File: src/rtl/rx_audio_fifo.sv
module rx_audio_fifo #(
  parameter int DEPTH = 8,
  parameter int DW    = 24
) (
  input  logic          clk,
  input  logic          rst_n,
  input  logic          cfg_read_zero,
  input  logic          cfg_rx_off,
  input  logic          cfg_soft_rst,
  input  logic [1:0]    cfg_thresh,
  input  logic          cfg_autosync,
  input  logic          in_valid,
  input  logic [DW-1:0] in_data,
  input  logic          in_right,
  input  logic          rd_req,
  output logic [DW-1:0] rd_data,
  output logic          rd_right,
  output logic          fifo_full,
  output logic          overflow,
  output logic [$clog2(DEPTH):0] fill_level
);
  localparam int AW = $clog2(DEPTH);
  localparam int CW = AW + 1;

  logic [DW-1:0]    dmem [DEPTH];
  logic [DEPTH-1:0] tag_q;
  logic [AW-1:0]    rd_ptr, wr_ptr, idx, hd_idx;
  logic [CW-1:0]    count, thr, skip, pop_n;
  logic             exp_left, ovf_q, found, do_read, deliver, wr_ok, drop;

  always_comb begin
    case (cfg_thresh)
      2'd0:    thr = CW'(1);
      2'd1:    thr = CW'(2);
      2'd2:    thr = CW'(3);
      default: thr = CW'(6);
    endcase
  end

  assign fifo_full  = count >= thr;
  assign overflow   = ovf_q;
  assign fill_level = count;

  always_comb begin
    skip  = '0;
    found = 1'b0;
    idx   = rd_ptr;
    for (int i = 0; i < DEPTH; i++) begin
      idx = rd_ptr + AW'(i);
      if (!found && CW'(i) < count) begin
        if (tag_q[idx]) skip = skip + 1'b1;
        else            found = 1'b1;
      end
    end
    if (!(cfg_autosync && exp_left)) begin
      skip  = '0;
      found = count != '0;
    end
    do_read = rd_req && !cfg_read_zero && !cfg_soft_rst;
    deliver = do_read && found;
    pop_n   = do_read ? skip + CW'(deliver) : '0;
    hd_idx  = rd_ptr + skip[AW-1:0];
    wr_ok   = in_valid && !cfg_rx_off && !cfg_soft_rst && ((count - pop_n) < CW'(DEPTH));
    drop    = in_valid && !cfg_rx_off && !cfg_soft_rst && !wr_ok;
  end

  always_ff @(posedge clk) begin
    if (cfg_soft_rst) begin
      dmem[0]  <= '0;
      tag_q[0] <= 1'b0;
    end else if (wr_ok) begin
      dmem[wr_ptr]  <= in_data;
      tag_q[wr_ptr] <= in_right;
    end
  end

  always_ff @(posedge clk or negedge rst_n) begin
    if (!rst_n) begin
      rd_ptr   <= '0;
      wr_ptr   <= '0;
      count    <= '0;
      exp_left <= 1'b1;
      ovf_q    <= 1'b0;
      rd_data  <= '0;
      rd_right <= 1'b0;
    end else if (cfg_soft_rst) begin
      rd_ptr   <= '0;
      wr_ptr   <= AW'(1);
      count    <= CW'(1);
      exp_left <= 1'b1;
      ovf_q    <= 1'b0;
      if (rd_req) begin
        rd_data  <= '0;
        rd_right <= 1'b0;
      end
    end else begin
      rd_ptr <= rd_ptr + pop_n[AW-1:0];
      if (wr_ok) wr_ptr <= wr_ptr + 1'b1;
      count <= count - pop_n + CW'(wr_ok);
      if (drop) ovf_q <= 1'b1;
      if (rd_req) begin
        rd_data  <= deliver ? dmem[hd_idx] : '0;
        rd_right <= deliver & tag_q[hd_idx];
      end
      if (deliver) exp_left <= tag_q[hd_idx];
    end
  end
endmodule


File: config.mk
export PLATFORM = sky130hd
export DESIGN_NAME = rx_audio_fifo
export DESIGN_NICKNAME = d
export VERILOG_FILES = /design/src/rtl/rx_audio_fifo.sv
export SDC_FILE = /design/constraint.sdc
export NUM_CORES = 1
export LEC_CHECK = 0
export ABC_AREA = 1
export BUFFER_PORTS_ARGS = -buffer_cell sky130_fd_sc_hd__buf_2
export CAP_MARGIN = 20
export CORE_UTILIZATION = 55
export CTS_BUF_LIST = sky130_fd_sc_hd__clkbuf_8 sky130_fd_sc_hd__clkbuf_16
export DETAILED_ROUTE_END_ITERATION = 10
export GPL_TIMING_DRIVEN = 0
export HOLD_SLACK_MARGIN = 0.12
export PLACE_DENSITY = 0.76
export SYNTH_ARGS = -nofsm -noshare
export SYNTH_HDL_FRONTEND = slang
export SYNTH_SLANG_ARGS = --single-unit
File: constraint.sdc
create_clock -name clk -period 7 [get_ports clk]
set_input_delay 1.05 -clock clk [delete_from_list [all_inputs] [get_ports clk]]
set_output_delay 1.05 -clock clk [all_outputs]
set_load 0.02 [all_outputs]
==> run summary, run 1 <==
Cell Area, Synth = 0.0111 sq mm
Slew margin rel. = 31.6%
Worst Skew = 0.00929 ns
Row count = 51
WS Path Type = flip-flop to flip-flop
Worst-path maximum fanout = 8
Placed Area = 0.0119 sq mm
Mapped Cells = 1037
Vias in the first global route = 7869
Actual slew at the worst max-slew pin = 1.03 ns
Asr flop ratio synth = 15.6%
Fin area = 0.0134 sq mm
Cell accounting for the most synthesized area = edfxtp_1
Chip width = 144 microns
CTS max path bufs = 3
Ys Warns = 0
TritonCTS Buffers = 24
Non-Filler Instances = 1457
Total GRT Usage = 27.9%
Post-layout nets = 1233
Htree depth = 1
VDD IR max = 0.000220 V
Period utilization = 93.9%
Synth Register Bits = 237
Initial antenna violation count = 0
Lkg Pwr = 5.32 nW
First-pass DRT Iterations = 6
Final Max Slew Viols = 0
Die Ht = 144 microns
Crit path time final = 6.57 ns
Hold crit path type = input port to asynchronous set/reset pin
CP startpoint kind = flip-flop
DR DRC count = 0
Dpl cells = 1371
Syn nets = 1095
Iter 0 DRT Violations = 808
Via count = 8394
Top cells by area, synth = edfxtp_1 (54%), dfrtp_1 (8.1%), nor2_1 (6.2%), nand2_1 (5.1%), o21ai_0 (4.8%)
GRT overflow = 0
Post-layout util = 68.6%
Placer Congestion = 0.889
Core Region = 0.0196 sq mm
Register area share after synthesis = 62.4%
IO Pins = 66
Routed Antenna Nets = 0
Port Buffers = 64
Worst-path clk slew = 0.06 ns
First-pass GRT wire length = 42.8 mm
Syn_area_per_cell = 10.7 sq um
Crit-path slowest cell = dfrtp_2
Clock root cell = clkbuf_16
Power Dens Cells = 225 mW/mm^2
CP Data Required Time = 7.23 ns
Final WL = 28.7 mm
Avg Vias per Cell = 5.76
Die area = 0.0207 sq mm
Synth top area share = 53.9%
Worst EP arrival = 6.80 ns
CTS tree = yes
DP Wirelength = 17.7 mm
Worst Hold Slack = 0.402 ns
Number of diodes = 0
Cell mode on critical path = nand2_2
Top achievable clock speed = 152 MHz
Routed len/inst = 19.7 microns
Layout area overhead = 21.2%
Pin count of the biggest net entering global routing = 38
Setup TNS = 0 ns
Initial Util = 56.6%
Outcome = finished clean
Final setup violation count = 0
Crit end category = flip-flop
Layout cells sized above 1 = 23.4%
Post-synth EDFFs = 199
Final Hold Fails = 0
Top FF cell, synth = edfxtp_1
Max Cap Viol = 0
Yosys cell types = 51
Clk sink count = 237
Clock Latency Late Sink = 0.51 ns
Largest stage delay on the critical path = 0.43 ns
==> timing repair <==
item,4_1_cts,5_1_grt
setup endpoints to repair,408,424
buffers inserted,22,14
pin swaps,12,18
cloned,5,1
hold buffers,0,0
gates resized for setup,17,66
==> kinds of logic after synthesis <==
kind of cell	count (synthesis)	share of synthesized area, %
AOI/OAI and AO/OA	180	10.7
and+or+nand+nor	452	18.1
DFF	237	62.4
adders and majority gates	23	2.73
xor gates and xnor gates	6	0.542
buffers and inverters	139	5.52
==> per-layer routing <==
layer	routed length (microns)	share of wire (%)	track usage (%)
met5	0	0	0
met4	942	3.3	12.2
met3	2270	7.9	3.87
met2	14500	51	48.0
met1	11000	38	35.4
==> sequential cells by signal (all words and copies together), names as in the netlist <==
register and count:
rd_data 24, rd_ptr 3, overflow 1, dmem 192, rd_right 1, tag_q 8
fill_level 4, exp_left 1, wr_ptr 3
==> placed cells by master, fill, tap and decap left out, drive strengths merged <==
cell type / Yosys / layout
o21a: 2 / 2
and2: 1 / 1
nor2: 190 / 193
ha: 21 / 21
o221ai: 24 / 24
a22o: 1 / 1
nand3: 80 / 80
or2: 3 / 3
dfxtp: 1 / 1
dfstp: 1 / 1
buf: 12 / 119
a21oi: 12 / 12
o21ai: 110 / 110
a31oi: 2 / 2
a21boi: 1 / 1
inv: 90 / 103
dfrtp: 36 / 36
clkinv: 2 / 4
nand4: 7 / 7
clkbuf: 35 / 65
xor2: 3 / 3
nor3: 9 / 9
a32o: 1 / 1
o21bai: 1 / 1
fa: 2 / 2
xnor2: 3 / 3
edfxtp: 199 / 199
nand3b: 2 / 2
o211ai: 26 / 26
nand2: 160 / 160
==> area by class of cell <==
cell class	instances	area, sq um
Buffer	47	272
Clock buffer	28	667
Clock inverter	15	62.6
Fill cell	1385	6150
Inverter	92	363
Multi-Input combinational cell	664	3870
Sequential cell	237	6930
Tap cell	265	332
Timing Repair Buffer	109	947
==> power by group <==
part | internal [mW] | total (mW) | switching [mW]
logic | 0.0851 | 0.270 | 0.185
clock network | 0.672 | 1.18 | 0.512
registers | 1.56 | 1.58 | 0.0152
==> final timing paths <==
| path | cells past startpoint | slack, ns | endpoint | start |
|---|---|---|---|---|
| min reg2reg | 2 | 0.48 | rd_data[22] | rd_data[22] |
| max | 45 | 0.43 | dmem[6][11] | rd_ptr[0] |
| min in group clk | 2 | 0.48 | rd_data[22] | rd_data[22] |
| max reg2reg | 45 | 0.43 | dmem[6][11] | rd_ptr[0] |
| min | 1 | 0.40 | rd_data[12] | rst_n |
| max in group asynchronous | 2 | 6.06 | exp_left | rst_n |
==> stage by stage <==
stage / setup WS [ns] / power (mW)
final: 0.427 / 3.03
after global routing: -0.0102 / 3.11
after CTS: 0.0342 / 3.00
after detailed placement: -0.883 / 1.84
after global placement: -1.95 / 1.83
after floorplan: -0.122 / 1.75
==> critical path: cells and delay by family, from the launching register on <==
kind                       cells  cell delay [ns]
DFF                            1             0.43
buffers and inverters          9             0.93
adders and majority gates      8             2.02
xor gates and xnor gates       1             0.18
and+or+nand+nor               27             2.75
==> Yosys cell counts, types with 4 or more instances <==
cell / count
edfxtp_1: 199
nor2_1: 182
nand2_1: 152
o21ai_0: 106
inv_1: 82
nand3_1: 73
dfrtp_1: 36
clkbuf_1: 35
o221ai_1: 24
ha_1: 21
o211ai_2: 21
a21oi_1: 12
nand2_2: 6
nand3_2: 6
nand4_1: 6
nor3_2: 6
o211ai_1: 5
buf_6: 4
inv_2: 4
nor2_2: 4
nor2_4: 4
Power figures use the tool's default switching activity.
==> inputs of run 2 (changes only) <==
--- a/config.mk
+++ b/config.mk
@@ -5,11 +5,11 @@
 export SDC_FILE = /design/constraint.sdc
 export NUM_CORES = 1
 export LEC_CHECK = 0
-export ABC_AREA = 1
 export BUFFER_PORTS_ARGS = -buffer_cell sky130_fd_sc_hd__buf_2
 export CAP_MARGIN = 20
 export CORE_UTILIZATION = 55
 export CTS_BUF_LIST = sky130_fd_sc_hd__clkbuf_8 sky130_fd_sc_hd__clkbuf_16
+export CTS_CLUSTER_SIZE = 16
 export DETAILED_ROUTE_END_ITERATION = 10
 export GPL_TIMING_DRIVEN = 0
 export HOLD_SLACK_MARGIN = 0.12
==> run summary, run 2 <==
Outcome = finished, violations left
Failing checks = setup timing
FF-to-FF End = dmem[2][5]
Leading cell type in the layout, fill and taps excluded = edfxtp_1
Asr flop ratio synth = 15.6% (unchanged)
Dpl cells = 1003 (-27%)
Worst r2r path cells = 38 (-16%)
CP Data Required Time = 7.22 ns (about the same)
Placer Congestion = 0.880 (-1.0%)
Most frequent cells in the layout = edfxtp_1 (199), buf_2 (64), mux4_2 (60)
DR top layer = met4
Crit end category = flip-flop
Slew margin rel. = 28.9% (-2.7 points)
Hold crit path type = input port to asynchronous set/reset pin
Proportion of synthesized area in mux cells = 17.9% (+18 points)
Largest regs = dmem: 192 flops, rd_data: 24 flops, tag_q: 8 flops
WS Path Type = flip-flop to flip-flop
Post-Synth Adder-Cell Area = 2.77% (+0.036 points)
Post-synth EDFFs = 199 (unchanged)
Avg Vias per Cell = 6.21 (+7.8%)
Crit-path slowest cell = mux4_2
Main combinational cell family by area after synthesis = multiplexers
M1 wire length = 11.6 mm (+5.7%)
Period utilization = 110% (+16 points)
Worst Skew = 0.0229 ns (+0.0136 ns)
Post-layout nets = 908 (-26%)
Cell accounting for the most synthesized area = edfxtp_1
Clock Latency Late Sink = 0.52 ns (about the same)
Lkg Pwr = 5.23 nW (-1.6%)
Worst-path clk slew = 0.07 ns (about the same)
Top-count cell post-synth = edfxtp_1
Initial Util = 56.2% (-0.37 points)
Core Region = 0.0195 sq mm (-0.65%)
Post-synthesis simple-gate area fraction = 6.95% (-11 points)
Synth top area share = 54.6% (+0.71 points)
Crit path time final = 7.71 ns (+1.13 ns)
Largest Register = dmem
Post-layout util = 73.5% (+4.9 points)
Mapped Cells = 665 (-36%)
First-pass DRT Iterations = 5 (-1)
Largest register FFs = 192 (unchanged)
IO Pins = 66 (unchanged)
Routed wl met2 = 15.8 mm (+8.6%)
Final Max Slew Viols = 0 (unchanged)
DR DRC count = 0 (unchanged)
Yosys cell types = 69 (+35%)
Syn nets = 723 (-34%)
Top achievable clock speed = 130 MHz (-15%)
Reg-to-Reg Start = rd_ptr[1]
CTS max path bufs = 3 (unchanged)
VDD IR max = 0.000239 V (+9.0%)
Initial antenna violation count = 0 (unchanged)
Power Dens Cells = 221 mW/mm^2 (-1.9%)
Worst-path maximum fanout = 5 (-3)
Clock root cell = clkbuf_16
Area taken by multi-input logic gates = 0.00429 sq mm (+11%)
Iter 0 DRT Violations = 620 (-23%)
Port Buffers = 63 (-1.6%)
Reg area = 0.00692 sq mm (about the same)
Actual slew at the worst max-slew pin = 1.07 ns (+0.0406 ns)
Htree depth = 1 (unchanged)
Row count = 51 (unchanged)
DP Wirelength = 15.8 mm (-11%)
Cell mode on critical path = ha_4
Number of diodes = 0 (unchanged)
Max Cap Viol = 0 (unchanged)
Post-Synth XOR/XNOR Area = 1.50% (+0.96 points)
Cell Area, Synth = 0.0109 sq mm (-1.3%)
Worst EP arrival = 7.93 ns (+1.13 ns)
Synth Register Bits = 237 (unchanged)
GRT overflow = 0 (unchanged)
Non-Filler Instances = 1133 (-22%)
Pin count of the biggest net entering global routing = 38 (unchanged)
Largest stage delay on the critical path = 0.53 ns (+0.10 ns)
Final setup violation count = 402 (+402)
TritonCTS Buffers = 24 (unchanged)
Clk sink count = 237 (unchanged)
CTS tree = yes
Via count = 7034 (-16%)
Die Ht = 143 microns (-0.65%)
Place WS = -2.07 ns (-1.19 ns)
Most instantiated cells after synthesis = edfxtp_1 (199), mux4_2 (60), inv_1 (40), mux2i_1 (37), dfrtp_1 (36)
# fillers = 1101 (-21%)
Routed len/inst = 26.8 microns (+36%)
Layout area overhead = 30.6%
Post-synthesis compound-gate area fraction = 4.63% (-6.1 points)
Chip width = 143 microns (-0.65%)
WL met3 = 1.91 mm (-16%)
Final Worst Setup Slack = -0.707 ns (-1.13 ns)
RSZ-0062 raised after global routing = true
Vias in the first global route = 6974 (-11%)
CP startpoint kind = flip-flop
Top cells by area, synth = edfxtp_1 (55%), mux4_2 (12%), dfrtp_1 (8.2%), mux2i_1 (3.4%), ha_1 (2.4%)
Register area share after synthesis = 63.3% (+0.83 points)
Syn_area_per_cell = 16.5 sq um (+54%)
Routed Antenna Nets = 0 (unchanged)
Total GRT Usage = 27.8% (-0.14 points)
Layout cells sized above 1 = 43.8% (+20 points)
Die area = 0.0205 sq mm (-1.3%)
Top FF cell, synth = edfxtp_1
Final WL = 30.3 mm (+5.5%)
Final Hold Fails = 0 (unchanged)
Reg2Reg Setup Slack = -0.71 ns (-1.13 ns)
First-pass GRT wire length = 41.0 mm (-4.0%)
Ys Warns = 0 (unchanged)
[run 2: cells by family (layout without fill, tap and decap cells)]
kind of cell / Yosys count / count (layout)
DFF: 237 / 237
muxes: 113 / 113
xor gates and xnor gates: 17 / 17
buffers and inverters: 77 / 273
AOI/OAI and AO/OA: 70 / 70
and+or+nand+nor: 128 / 135
adders and majority gates: 23 / 23
[run 2: worst max path at each step]
stage,start,end,cells past startpoint
2_1_floorplan,rd_ptr[0],dmem[2][0],36
3_5_place_dp,rd_ptr[0],dmem[6][16],38
5_1_grt,rd_ptr[1],dmem[2][16],38
3_3_place_gp,rd_ptr[0],dmem[2][8],36
4_1_cts,rd_ptr[0],dmem[4][10],37
6_report,rd_ptr[1],dmem[2][5],38
[run 2: through the flow]
stage / hold slack (ns) / total power [mW] / TNS (ns) / area (sq um)
2_1_floorplan: 0.565 / 1.75 / -290.04 / 11300
3_3_place_gp: 0.516 / 1.82 / -657.14 / 11900
3_5_place_dp: 0.516 / 1.83 / -630.17 / 12100
4_1_cts: 0.529 / 3.12 / -229.34 / 13600
5_1_grt: 0.445 / 3.24 / -328.82 / 14300
6_report: 0.429 / 3.16 / -229.98 / 14300
[run 2: area by class of cell]
| class | instances | share of cell area (%) |
|---|---|---|
| Inverter | 42 | 1.19 |
| Multi-Input combinational cell | 358 | 30.0 |
| Timing Repair Buffer | 154 | 10.4 |
| Tap cell | 265 | 2.32 |
| Sequential cell | 237 | 48.4 |
| Clock buffer | 27 | 4.57 |
| Buffer | 33 | 2.10 |
| Clock inverter | 17 | 0.998 |
[run 2: layer usage]
layer | GRT usage [%] | vias up
met4 | 8.89 | 0
met5 | 0 | -
li1 | - | 3005
met1 | 36.6 | 3601
met2 | 48.4 | 354
met3 | 3.35 | 74
[run 2: repair_timing]
| item | CTS | global route |
|---|---|---|
| gates resized for setup | 60 | 82 |
| pin swaps | 23 | 8 |
| endpoints found under the setup margin | 428 | 426 |
| gates cloned | 8 | 10 |
| hold buffers | 0 | 0 |
| setup buffers | 47 | 25 |
[run 2: worst max-delay path, delay by kind of cell (launching register included)]
kind	cells	cell delay, ns
compound gates	6	1.07
xor+xnor	3	0.44
fa+ha+maj	8	2.04
buf+inv	7	0.88
flops	1	0.41
mux	5	1.28
simple gates	9	1.25
[run 2: power breakdown]
| part | switching (mW) | leakage, nW | internal [mW] |
|---|---|---|---|
| Clock | 0.550 | 0.409 | 0.746 |
| Sequential | 0.0218 | 2.35 | 1.56 |
| Combinational | 0.166 | 2.47 | 0.121 |
==> inputs of run 3 (changes only) <==
--- a/config.mk
+++ b/config.mk
@@ -7,13 +7,12 @@
 export LEC_CHECK = 0
 export BUFFER_PORTS_ARGS = -buffer_cell sky130_fd_sc_hd__buf_2
 export CAP_MARGIN = 20
-export CORE_UTILIZATION = 55
+export CORE_UTILIZATION = 35
 export CTS_BUF_LIST = sky130_fd_sc_hd__clkbuf_8 sky130_fd_sc_hd__clkbuf_16
 export CTS_CLUSTER_SIZE = 16
 export DETAILED_ROUTE_END_ITERATION = 10
 export GPL_TIMING_DRIVEN = 0
 export HOLD_SLACK_MARGIN = 0.12
-export PLACE_DENSITY = 0.76
 export SYNTH_ARGS = -nofsm -noshare
 export SYNTH_HDL_FRONTEND = slang
 export SYNTH_SLANG_ARGS = --single-unit
==> run summary, run 3 (synthesized netlist as in run 2, its figures left out) <==
Outcome = finished, violations left
Failing checks = setup timing
Final WL = 27.2 mm (-10%)
Worst EP arrival = 7.80 ns (-0.13 ns)
Clock share of power = 39.8% (-1.2 points)
Clock root cell = clkbuf_16
Final setup violation count = 398 (-1.0%)
First-pass GRT wire length = 39.1 mm (-4.8%)
Via count = 6632 (-5.7%)
Worst Hold Slack = 0.432 ns (+0.00320 ns)
Port Buffers = 63 (unchanged)
First-pass DRT Iterations = 5 (unchanged)
Avg Vias per Cell = 5.21 (-16%)
Final Max Slew Viols = 0 (unchanged)
Hold crit path type = input port to asynchronous set/reset pin
FF-to-FF End = dmem[2][1]
Layout cells sized above 1 = 45.5% (+1.7 points)
RSZ-0062 raised after global routing = true
DR DRC count = 0 (unchanged)
Placer Congestion = 0.803 (-8.7%)
Clock Latency Late Sink = 0.53 ns (about the same)
Flop pwr share = 50.9% (+1.0 points)
Crit path to = dmem[2][1]
Crit path launch = rd_ptr[0]
Period utilization = 108% (-2.0 points)
Htree depth = 1 (unchanged)
Reg-to-Reg Start = rd_ptr[0]
Post-layout nets = 916 (+0.88%)
TritonCTS Buffers = 25 (+4.2%)
CTS max path bufs = 3 (unchanged)
Largest regs = dmem: 192 flops, rd_data: 24 flops, tag_q: 8 flops
Slew margin rel. = 30.9% (+2.1 points)
IO Pins = 66 (unchanged)
Place WS = -2.27 ns (-0.201 ns)
Hold buffers post-CTS = 0 (unchanged)
Row count = 64 (+25%)
Routed Antenna Nets = 0 (unchanged)
CP startpoint kind = flip-flop
Non-Filler Instances = 1273 (+12%)
GRT overflow = 0 (unchanged)
Tot Pwr = 3.10 mW (-2.1%)
Worst Skew = 0.0110 ns (-0.0118 ns)
VDD IR max = 0.000180 V (-25%)
Comb pwr share = 9.3% (+0.2 points)
Core Region = 0.0307 sq mm (+58%)
Die Ht = 179 microns (+25%)
Initial Util = 35.7% (-21 points)
Power Dens Cells = 212 mW/mm^2 (-4.3%)
Pin count of the biggest net entering global routing = 38 (unchanged)
Vias in the first global route = 6386 (-8.4%)
Total GRT Usage = 16.8% (-11 points)
Crit end category = flip-flop
Routed len/inst = 21.4 microns (-20%)
Worst r2r path cells = 38 (unchanged)
Largest register FFs = 192 (unchanged)
Cell mode on critical path = ha_4
WS Path Type = flip-flop to flip-flop
Crit path time final = 7.57 ns (-0.139 ns)
Fin area = 0.0146 sq mm (+2.3%)
Largest Register = dmem
Internal power = 2.37 mW (-2.2%)
Iter 0 DRT Violations = 645 (+4.0%)
Initial antenna violation count = 0 (unchanged)
CTS tree = yes
Dpl cells = 1133 (+13%)
Most frequent cells in the layout = edfxtp_1 (199), buf_2 (64), mux4_2 (60)
Sw Share = 23.4% (+0.14 points)
Die area = 0.0320 sq mm (+56%)
Final Hold Fails = 0 (unchanged)
Actual slew at the worst max-slew pin = 1.04 ns (-0.0309 ns)
Lkg Pwr = 5.27 nW (+0.88%)
Top achievable clock speed = 132 MHz (+1.8%)
Chip width = 179 microns (+25%)
Final Worst Setup Slack = -0.568 ns (+0.139 ns)
CP Data Required Time = 7.23 ns (about the same)
Crit-path slowest cell = mux4_2
Sw Pwr = 726 uW (-1.5%)
DP Wirelength = 16.0 mm (+1.4%)
Worst-path clk slew = 0.06 ns (about the same)
Leading cell type in the layout, fill and taps excluded = edfxtp_1
Clk sink count = 237 (unchanged)
Max Cap Viol = 0 (unchanged)
Reg2Reg Setup Slack = -0.57 ns (+0.14 ns)
Number of diodes = 0 (unchanged)
Layout area overhead = 33.7%
Worst-path maximum fanout = 7 (+2)
Largest stage delay on the critical path = 0.52 ns (about the same)
Placed Area = 0.0122 sq mm (+1.3%)
==> run 3: cell types whose count changed in the layout (fill, tap and decap cells not counted), moves of 3 or more <==
cell	previous run	this run
buf_12	20	23
mux2i_1	30	24
nand2b_4	5	2
buf_6	30	26
clkinvlp_4	2	5
inv_6	1	4
buf_4	37	47
mux2i_4	9	15
==> run 3: cell type report <==
type,count,area [sq um]
clock buffers,28,667
well taps,396,495
inverters,42,175
multi-input cells,353,4350
flip-flops and latches,237,6920
fillers,2563,16000
repair buffers,166,1650
plain buffers,33,270
clock inverters,18,101
==> run 3: metrics by stage <==
step / TNS [ns] / util, %
finish: -180.57 / 47.7
global route: -292.51 / 47.7
CTS: -233.43 / 45.3
detailed placement: -652.78 / 39.8
global placement: -705.34 / 39.4
floorplan: -290.04 / -
==> run 3: worst max-delay path, delay by kind of cell, from the launching register on <==
kind                     cells  cell delay, ns
multiplexers                 5            1.27
AO/OA/AOI/OAI                6            1.10
AND/OR/NAND/NOR              9            1.10
flip-flops                   1            0.40
adder cells (fa/ha/maj)      8            2.01
XOR/XNOR                     3            0.55
buffers and inverters        7            0.81
==> run 3: power groups by stage <==
| stage | clock network (mW) | logic, mW | registers (mW) |
|---|---|---|---|
| final | 1.23 | 0.287 | 1.58 |
| after global routing | 1.30 | 0.311 | 1.58 |
| after CTS | 1.25 | 0.260 | 1.58 |
| after detailed placement | 0 | 0.228 | 1.60 |
| after global placement | 0 | 0.225 | 1.60 |
| after floorplan | 0 | 0.143 | 1.61 |
==> run 3: how the worst min path moves through the flow <==
stage / from / end / cells past startpoint
floorplan: wr_ptr[1] / wr_ptr[1] / 2
global placement: rd_data[5] / rd_data[5] / 2
detailed placement: rd_data[8] / rd_data[8] / 2
CTS: rd_data[8] / rd_data[8] / 2
global route: rst_n / rd_data[13] / 1
finish: rst_n / rd_data[13] / 1
==> run 3: timing repair <==
action	in CTS	in global routing
resized for setup	41	102
setup buffers	58	30
cloned	8	5
endpoints found under the setup margin	428	426
pin swaps	19	27
==> run 3: layer usage <==
metal	vias up	GRT usage (%)	share of wire (%)
met5	-	0	0
met4	0	3.95	1.7
met2	202	27.1	48
met3	34	2.18	5.1
li1	3009	-	-
met1	3387	23.9	45
